### src/rtl/hzl_pkg.sv
package hzl_pkg;

    localparam int ADDR_W   = 8;
    localparam int DATA_W   = 8;
    localparam int NSRC     = 2;
    localparam int REGN_W   = 3;
    localparam int BANK_LO  = 3;
    localparam int BANK_HI  = 4;
    localparam int BANK_W   = BANK_HI - BANK_LO + 1;
    localparam int FWD_W    = 3;

    localparam logic [ADDR_W-1:0] LOCK_EMPTY = '1;
    localparam logic [ADDR_W-1:0] ACC_ADDR   = 8'hE0;
    localparam logic [ADDR_W-1:0] PSW_ADDR   = 8'hD0;

    typedef enum logic [2:0] {
        SRC_NONE = 3'd0,
        SRC_ACC  = 3'd1,
        SRC_DIR  = 3'd2,
        SRC_REG  = 3'd3,
        SRC_IND  = 3'd4
    } src_kind_e;

    typedef enum logic [FWD_W-1:0] {
        FWD_NONE  = 3'd0,
        FWD_D1_S1 = 3'd1,
        FWD_D2_S1 = 3'd2,
        FWD_D1_S2 = 3'd3,
        FWD_D2_S2 = 3'd4,
        FWD_BOTH  = 3'd5
    } fwd_sel_e;

    typedef struct packed {
        logic [ADDR_W-1:0] a;
        logic [ADDR_W-1:0] b;
    } lock_pair_t;

    typedef struct packed {
        logic              hit1;
        logic              hit2;
        logic              stall;
        logic              err;
        logic [DATA_W-1:0] data;
    } src_res_t;

    localparam lock_pair_t EMPTY_PAIR = '{a: LOCK_EMPTY, b: LOCK_EMPTY};

    function automatic logic slot_hit(input logic [ADDR_W-1:0] addr,
                                      input logic [ADDR_W-1:0] slot);
        return (slot != LOCK_EMPTY) && (addr == slot);
    endfunction

    function automatic logic pair_hit(input logic [ADDR_W-1:0] addr,
                                      input lock_pair_t pair);
        return slot_hit(addr, pair.a) || slot_hit(addr, pair.b);
    endfunction

    function automatic logic [ADDR_W-1:0] bank_reg_addr(input logic [BANK_W-1:0] bank,
                                                        input logic [REGN_W-1:0] num);
        return {{(ADDR_W-BANK_W-REGN_W){1'b0}}, bank, num};
    endfunction

endpackage

### src/rtl/hzl_lock_table.sv
module hzl_lock_table
    import hzl_pkg::*;
(
    input  logic       clk,
    input  logic       rst,
    input  logic       release_i,
    input  logic       take_i,
    input  lock_pair_t new_i,
    output lock_pair_t cur_o,
    output lock_pair_t prev_o
);

    lock_pair_t cur_q, prev_q;
    lock_pair_t cur_r, prev_r;
    lock_pair_t cur_n, prev_n;

    // release frees the oldest occupied pair, then a take shifts
    always_comb begin
        cur_r  = cur_q;
        prev_r = prev_q;
        if (release_i) begin
            if (prev_q == EMPTY_PAIR) begin
                cur_r = EMPTY_PAIR;
            end else begin
                prev_r = EMPTY_PAIR;
            end
        end
        cur_n  = cur_r;
        prev_n = prev_r;
        if (take_i) begin
            prev_n = cur_r;
            cur_n  = new_i;
        end
    end

    always_ff @(posedge clk) begin
        if (rst) begin
            cur_q  <= EMPTY_PAIR;
            prev_q <= EMPTY_PAIR;
        end else begin
            cur_q  <= cur_n;
            prev_q <= prev_n;
        end
    end

    assign cur_o  = cur_q;
    assign prev_o = prev_q;

endmodule

### src/rtl/hzl_src_resolve.sv
module hzl_src_resolve
    import hzl_pkg::*;
(
    input  logic [2:0]        kind_i,
    input  logic [ADDR_W-1:0] arg_i,
    input  lock_pair_t        cur_i,
    input  logic [DATA_W-1:0] acc_i,
    input  logic [DATA_W-1:0] psw_i,
    output logic [ADDR_W-1:0] ptr_addr_o,
    input  logic [DATA_W-1:0] ptr_data_i,
    output logic [ADDR_W-1:0] data_addr_o,
    input  logic [DATA_W-1:0] data_i,
    output src_res_t          res_o
);

    logic              psw_locked;
    logic              ptr_locked;
    logic              uses_bank;
    logic              active;
    logic [BANK_W-1:0] bank;
    logic [ADDR_W-1:0] eff_addr;
    src_kind_e         kind;

    always_comb begin
        kind       = src_kind_e'(kind_i);
        bank       = psw_i[BANK_HI:BANK_LO];
        psw_locked = pair_hit(PSW_ADDR, cur_i);
        ptr_addr_o = bank_reg_addr(bank, {{(REGN_W-1){1'b0}}, arg_i[0]});
        ptr_locked = pair_hit(ptr_addr_o, cur_i);

        active   = 1'b1;
        eff_addr = LOCK_EMPTY;
        case (kind)
            SRC_ACC: eff_addr = ACC_ADDR;
            SRC_DIR: eff_addr = arg_i;
            SRC_REG: eff_addr = bank_reg_addr(bank, arg_i[REGN_W-1:0]);
            SRC_IND: eff_addr = ptr_data_i;
            default: active   = 1'b0;
        endcase
        data_addr_o = eff_addr;

        uses_bank   = (kind == SRC_REG) || (kind == SRC_IND);
        res_o.err   = uses_bank && psw_locked;
        res_o.stall = (kind == SRC_IND) && !psw_locked && ptr_locked;
        res_o.hit1  = active && slot_hit(eff_addr, cur_i.a);
        res_o.hit2  = active && !res_o.hit1 && slot_hit(eff_addr, cur_i.b);

        if (!active) begin
            res_o.data = '0;
        end else if (eff_addr == ACC_ADDR) begin
            res_o.data = acc_i;
        end else if (eff_addr == PSW_ADDR) begin
            res_o.data = psw_i;
        end else begin
            res_o.data = data_i;
        end
    end

endmodule

### src/rtl/hzl_fwd_encode.sv
module hzl_fwd_encode
    import hzl_pkg::*;
(
    input  src_res_t          res1_i,
    input  src_res_t          res2_i,
    output fwd_sel_e          fwd_o,
    output logic              ok_o,
    output logic              err_o,
    output logic [DATA_W-1:0] data1_o,
    output logic [DATA_W-1:0] data2_o
);

    logic     blocked;
    logic     unrep;
    fwd_sel_e code;

    always_comb begin
        blocked = res1_i.err | res2_i.err | res1_i.stall | res2_i.stall;
        unrep   = 1'b0;
        code    = FWD_NONE;
        case ({res1_i.hit1, res1_i.hit2, res2_i.hit1, res2_i.hit2})
            4'b0000: code  = FWD_NONE;
            4'b1000: code  = FWD_D1_S1;
            4'b0100: code  = FWD_D2_S1;
            4'b0010: code  = FWD_D1_S2;
            4'b0001: code  = FWD_D2_S2;
            4'b1001: code  = FWD_BOTH;
            default: unrep = 1'b1;
        endcase
        ok_o    = !blocked && !unrep;
        err_o   = res1_i.err | res2_i.err;
        fwd_o   = ok_o ? code : FWD_NONE;
        data1_o = (ok_o && !res1_i.hit1 && !res1_i.hit2) ? res1_i.data : '0;
        data2_o = (ok_o && !res2_i.hit1 && !res2_i.hit2) ? res2_i.data : '0;
    end

endmodule

### src/rtl/hzl_lock_fwd.sv
module hzl_lock_fwd
    import hzl_pkg::*;
(
    input  logic                          clk,
    input  logic                          rst,
    input  logic                          req_valid,
    input  logic [2:0]                    src1_kind,
    input  logic [7:0]                    src1_arg,
    input  logic [2:0]                    src2_kind,
    input  logic [7:0]                    src2_arg,
    input  logic [1:0]                    dst_cnt,
    input  logic [7:0]                    dst1,
    input  logic [7:0]                    dst2,
    input  logic                          lock_release,
    input  logic                          wb_en,
    input  logic [7:0]                    wb_addr,
    input  logic [7:0]                    wb_data,
    output logic [1:0][7:0]               ram_paddr,
    input  logic [1:0][7:0]               ram_pdata,
    output logic [1:0][7:0]               ram_daddr,
    input  logic [1:0][7:0]               ram_ddata,
    output logic                          ram_we,
    output logic [7:0]                    ram_waddr,
    output logic [7:0]                    ram_wdata,
    output logic                          rsp_done,
    output logic                          rsp_ok,
    output logic                          rsp_err,
    output logic [2:0]                    rsp_fwd,
    output logic [7:0]                    rsp_data1,
    output logic [7:0]                    rsp_data2
);

    lock_pair_t        cur_locks, prev_locks, new_locks;
    logic [DATA_W-1:0] acc_q, psw_q;
    src_res_t          res [NSRC];
    logic [2:0]        kinds [NSRC];
    logic [ADDR_W-1:0] args  [NSRC];
    fwd_sel_e          fwd;
    logic              ok, err, take;
    logic [DATA_W-1:0] data1, data2;

    assign kinds[0] = src1_kind;
    assign kinds[1] = src2_kind;
    assign args[0]  = src1_arg;
    assign args[1]  = src2_arg;

    // local special-function registers
    always_ff @(posedge clk) begin
        if (rst) begin
            acc_q <= '0;
            psw_q <= '0;
        end else if (wb_en) begin
            if (wb_addr == ACC_ADDR) acc_q <= wb_data;
            if (wb_addr == PSW_ADDR) psw_q <= wb_data;
        end
    end

    assign ram_we    = wb_en && (wb_addr != ACC_ADDR) && (wb_addr != PSW_ADDR);
    assign ram_waddr = wb_addr;
    assign ram_wdata = wb_data;

    for (genvar s = 0; s < NSRC; s++) begin : g_src
        hzl_src_resolve u_res (
            .kind_i      (kinds[s]),
            .arg_i       (args[s]),
            .cur_i       (cur_locks),
            .acc_i       (acc_q),
            .psw_i       (psw_q),
            .ptr_addr_o  (ram_paddr[s]),
            .ptr_data_i  (ram_pdata[s]),
            .data_addr_o (ram_daddr[s]),
            .data_i      (ram_ddata[s]),
            .res_o       (res[s])
        );
    end

    hzl_fwd_encode u_enc (
        .res1_i  (res[0]),
        .res2_i  (res[1]),
        .fwd_o   (fwd),
        .ok_o    (ok),
        .err_o   (err),
        .data1_o (data1),
        .data2_o (data2)
    );

    assign take        = req_valid && ok;
    assign new_locks.a = (dst_cnt != 2'd0) ? dst1 : LOCK_EMPTY;
    assign new_locks.b = (dst_cnt >= 2'd2) ? dst2 : LOCK_EMPTY;

    hzl_lock_table u_locks (
        .clk       (clk),
        .rst       (rst),
        .release_i (lock_release),
        .take_i    (take),
        .new_i     (new_locks),
        .cur_o     (cur_locks),
        .prev_o    (prev_locks)
    );

    always_ff @(posedge clk) begin
        if (rst) begin
            rsp_done  <= 1'b0;
            rsp_ok    <= 1'b0;
            rsp_err   <= 1'b0;
            rsp_fwd   <= '0;
            rsp_data1 <= '0;
            rsp_data2 <= '0;
        end else begin
            rsp_done  <= req_valid;
            rsp_ok    <= req_valid && ok;
            rsp_err   <= req_valid && err;
            rsp_fwd   <= req_valid ? fwd : FWD_NONE;
            rsp_data1 <= req_valid ? data1 : '0;
            rsp_data2 <= req_valid ? data2 : '0;
        end
    end

endmodule

### config.mk
export PLATFORM = sky130hd
export DESIGN_NAME = hzl_lock_fwd
export DESIGN_NICKNAME = d
export VERILOG_FILES = /design/src/rtl/hzl_pkg.sv /design/src/rtl/hzl_lock_table.sv /design/src/rtl/hzl_src_resolve.sv /design/src/rtl/hzl_fwd_encode.sv /design/src/rtl/hzl_lock_fwd.sv
export SDC_FILE = /design/constraint.sdc
export NUM_CORES = 1
export LEC_CHECK = 0
export BUFFER_PORTS_ARGS = -buffer_cell sky130_fd_sc_hd__clkbuf_2
export CAP_MARGIN = 25
export CORE_ASPECT_RATIO = 0.9
export CORE_MARGIN = 10
export CORE_UTILIZATION = 55
export CTS_CLUSTER_DIAMETER = 100
export CTS_CLUSTER_SIZE = 16
export DETAILED_ROUTE_END_ITERATION = 6
export PLACE_DENSITY = 0.87
export SLEW_MARGIN = 20
export SYNTH_ARGS = -nofsm -noshare
export SYNTH_HDL_FRONTEND = slang
export SYNTH_HIERARCHICAL = 1
export SYNTH_SLANG_ARGS = --single-unit
### constraint.sdc
create_clock -name clk -period 6.8 [get_ports clk]
set_input_delay 1.02 -clock clk [delete_from_list [all_inputs] [get_ports clk]]
set_output_delay 1.02 -clock clk [all_outputs]
set_load 0.005 [all_outputs]
# After elaboration in Yosys (flattened, before gate mapping)
# Index checks and enable logic that the tools add are counted.
# totals
ff_bits,70
latchBits,0
ram_bits,0
rom_bits,0
input_bits,93
out_inout_bits,71
n_memories,0
# op_classes
n_addsub,0
multipliers,0
div_mod_pow,0
order_cmp,1
eq_ne,35
n_shift,0
mux,17
bitwise,9
reduce_logical,54
# ops
op,n
$mux W16,6
$pmux W8 S4,2
$eq A8 B8 Y1 const B,6
$mux W8,6
$eq A5 B8 Y1,4
$eq A8 B8 Y1,4
$ne A8 B8 Y1 const B,4
$logic_and A1 B1 Y1,31
$eq A16 B16 Y1 const B,1
$eq A8 B8 Y1 const A,2
$reduce_or A4 Y1,4
$pmux W3 S5,1
$eq A3 B2 Y1 const B,4
$eq A4 B4 Y1 const B,2
$eq A3 B1 Y1 const B,2
$eq A3 B3 Y1 const B,2
$logic_not A1 Y1,6
$not A1 Y1,6
$reduce_and A2 Y1,3
$reduce_or A6 Y1,1
$logic_or A1 B1 Y1,5
$eq A4 B1 Y1 const B,1
$eq A4 B2 Y1 const B,1
$eq A4 B3 Y1 const B,1
7 further kinds,11

# Logic depth before layout (Yosys ltp)
# depth
depth_word,15
mapped_depth,16
depth_no_buf,13

# Modules after synthesis
# Netlist, hierarchy kept.
# modules_own_cells
mod,n_inst,cells_each,area_each_um2,seq_area_each_um2
hzl_src_resolve,2,139,970.9,0.0
hzl_lock_fwd,1,147,1540.2,760.7
hzl_lock_table,1,80,1036.0,640.6
hzl_fwd_encode,1,31,249.0,0.0

# Worst setup path after synthesis
# No wires, ideal clock.
# synth_timing
kind,input-to-reg
start,in src1_kind[1]
end,"reg u_locks.prev_q, in the netlist u_locks/prev_o[11]"
setup_ns,0.117
t_arrival_ns,4.797
path_slack_ns,1.886
cell_stages,14
path_buffers,3
path_cell_list,buf_2 > nor3b_1 > nor4_1 > xor2_1 > nor4_1 > nor4_1 > maj3_1 > nor2_1 > and2_1 > nand2b_1 > clkbuf_1 > o21bai_2 > buf_2 > o22a_1
# synth_lines
item,line,rtl
start: declaration,hzl_lock_fwd.sv:7,"input logic [2:0] src1_kind,"
end signal: assignment,hzl_lock_table.sv:42,prev_q <= prev_n;
end: declaration,hzl_lock_table.sv:13,"lock_pair_t cur_q, prev_q;"

==> results.md <==
- Core footprint: 8528 sq um
- Run status: finished, final reports clean
- Pwr Density: 174.6 nW/um^2
- Diode count: 0
- Reg2Reg Setup Slack: 2090 ps
- Port bufs: 153
- Largest net degree at the start of global routing: 29
- Worst reg-to-reg path cell count: 14
- Vias in the first global route: 4466
- Residual DRC: 0
- Met3 Use GR: 5.941%
- Syn avg cell area: 8.894 sq um
- Crit path kind: primary input to register
- Max-cap violation count: 0
- H-tree Lvls: 3
- Post-CTS setup buffer count: 0
- Starting DRT DRC Count: 421
- CP Launch Type: primary input
- Cell variety after synth: 52
- Clock latency on the worst-skew pair: 340 ps
- CTS Sinks: 70
- Post-Syn Area: 4767 sq um
- Share of layout cells above drive strength 1: 31.00%
- Vias post-DR: 4488
- Post-CTS Resized: 0
- Initial antenna violation count: 0
- Static leakage: 2.395 nW
- Pins over their slew limit: 0
- Relative slew slack: 43.60%
- Die X-Extent: 118.1 um
- GRT met2 Usage: 36.31%
- Max VDD drop: 137.7 uV
- Routed WL: 14420 um
- # nets final: 747
- Io pins: 164
- Fin crit share: 76.14%
- Setup WS post-layout: 1622 ps
- Minimum clock period: 5178 ps
- Cts bufs inserted: 9
- Post-cts hold buffer count: 0
- Main synth FF type: dfxtp_1
- Min-delay worst type: register to register
- CTS tree: yes
- GR Layer Usage met1: 25.55%
- Final Skew: 10.13 ps
- FP Rows: 32
- Worst Hold Path Cells: 1
- Final ANT Viol Nets: 0
- Die height: 108.3 um
- Grt ovf: 0
- Hold Crit Start: u_locks/prev_o[11]
- Layout area overhead: 16.35%
- Gate Count Post-Synth: 536
- Commonest non-fill, non-tap cell in the layout: clkbuf_2
- #FFs+latches synth: 70
- Clock root buffer: clkbuf_8
- Starting Density: 55.90%
- Worst EP arrival: 5410 ps
- Worst-path clk slew: 70 ps
- DP Wirelength: 11070 um
- DR pass1 iterations: 5
- Setup WS pre-CTS: 1383 ps
- Min-Delay Endpoint: u_locks/prev_o[11]
- Die area: 12800 sq um
- Worst R2R End: u_locks/prev_o[8]
- Worst slew pin tran: 838.3 ps
- GR peak layer: met2
- Asr flop ratio synth: 0%
- Vias per cell: 5.776
- Sequential fraction of the synthesis area: 29.40%
- RSZ-0062 raised after global routing: no
- Clock tree buffer depth: 2
- Max Freq: 0.1931 GHz
- GRT Util Overall: 21.36%
- Hold slack: 489.2 ps
- Worst R2R Start: psw_q[3]
- Critical path required time: 7030 ps
- EDFF count, synth: 0
- CP endpoint kind: register
- Routability cong.: 0.9436
- Commonest cells after routing, fill and taps aside: 153 x clkbuf_2, 70 x dfxtp_1, 47 x nand2b_1, 38 x and2_1, 36 x nor2_1
- Setup_tns: 0 ps
- Final setup fails: 0
- Yosys Warn Count: 6
- Maximum net fanout on the critical path: 17
- First-pass GRT wire length: 22650 um
- WL/cell: 18.56 um
- Fin. Hold Viols: 0
[flip-flops by register name (all words and copies together), names as in the netlist]
register and cells:
u_locks/prev_o 16, acc_q 8, rsp_data2 8, rsp_fwd 3, rsp_data1 8, psw_q 8
rsp_err 1, rsp_done 1, u_locks/cur_o 16, rsp_ok 1
[through the flow]
stage / std cells / instance area [sq um] / utilization (%) / total power, mW
after detailed placement: 762 / 5343 / 62.65 / 0.6455
after floorplan: 544 / 4797 / - / 0.5766
after global routing: 777 / 5547 / 65.04 / 1.011
final: 777 / 5547 / 65.04 / 0.9682
after global placement: 762 / 5343 / 62.65 / 0.6408
after CTS: 777 / 5532 / 64.86 / 0.9699
[Yosys cell counts (2+ instances only)]
library cell,count,area share (%)
a2111oi_4,2,1.2
a211oi_1,16,2.5
a21boi_0,2,0.31
a21o_1,2,0.31
a21oi_1,12,1.3
a2bb2oi_2,4,1.3
a32oi_1,4,0.73
and2_0,2,0.26
and2_1,38,5.0
buf_2,7,0.73
buf_4,38,6.0
buf_6,7,1.7
clkbuf_1,7,0.55
conb_1,2,0.16
dfxtp_1,70,29
inv_1,8,0.63
mux2i_1,35,7.3
nand2_1,6,0.47
nand2b_1,47,6.2
nand3_1,8,0.84
nand3b_1,2,0.31
nand4_1,14,1.8
nor2_1,36,2.8
nor2_8,2,0.84
nor2b_1,3,0.39
nor3_1,14,1.5
nor3b_1,8,1.3
nor4_1,8,1.0
nor4b_1,11,2.0
o2111ai_1,2,0.37
o211ai_1,2,0.31
o21ai_0,10,1.0
o21ba_2,2,0.42
o22a_1,32,5.9
o22ai_1,2,0.26
o2bb2ai_2,2,0.63
or2_2,10,1.3
or3_1,6,0.79
or3b_1,2,0.37
or4_1,2,0.31
or4_4,2,0.47
xnor2_1,21,3.9
xor2_1,17,3.1
[routing by layer]
metal	vias up	wire, um
li1	2122	-
met1	2068	5710
met2	255	7006
met3	43	1377
met4	0	327
met5	-	0
[worst max-delay path by stage]
stage	startpoint	end	slack, ps	cells after the start
3_5_place_dp	src2_kind[2]	u_locks/prev_o[8]	1380	16
2_1_floorplan	src1_kind[1]	u_locks/prev_o[11]	1890	14
6_report	src2_kind[2]	u_locks/prev_o[8]	1620	16
5_1_grt	src2_kind[2]	u_locks/prev_o[8]	1420	16
4_1_cts	src2_kind[2]	u_locks/prev_o[8]	1740	16
3_3_place_gp	src2_kind[2]	u_locks/prev_o[15]	1570	16
[critical path, cell delays in order]
cell and delay (ps):
clkbuf_2 270, or3b_1 620, a2bb2oi_2 250, xnor2_1 190, o2111ai_1 140, nor4_2 270, buf_4 220, nor4_1 70
buf_4 170, or2_2 310, maj3_1 360, nor2_1 120, and2_1 240, nand2b_1 400, o21bai_2 510, o22a_1 250
[kinds of logic after synthesis]
family | Yosys count | synth area share (%)
AOI/OAI and AO/OA | 98 | 17.38
xor gates and xnor gates | 38 | 6.982
adders and majority gates | 1 | 0.2100
buffers and inverters | 67 | 9.554
DFF | 70 | 29.40
muxes | 35 | 7.349
other | 2 | 0.1575
and+or+nand+nor | 225 | 28.98
[where the power goes]
part           switching, mW  leakage [nW]  internal [mW]
clock                  0.150        0.0952          0.176
combinational          0.108          1.73         0.0957
sequential            0.0173         0.569          0.420
total                  0.276          2.39          0.692
[final cells by class]
class | instances | area (sq um)
clock buffers | 11 | 141.4
clock inverters | 4 | 47.55
fillers | 721 | 2982
inverters | 8 | 30.03
multi-input cells | 407 | 2974
flip-flops and latches | 70 | 1401
well taps | 119 | 148.9
repair buffers | 158 | 803.3
(Power assumes the default switching activity.)
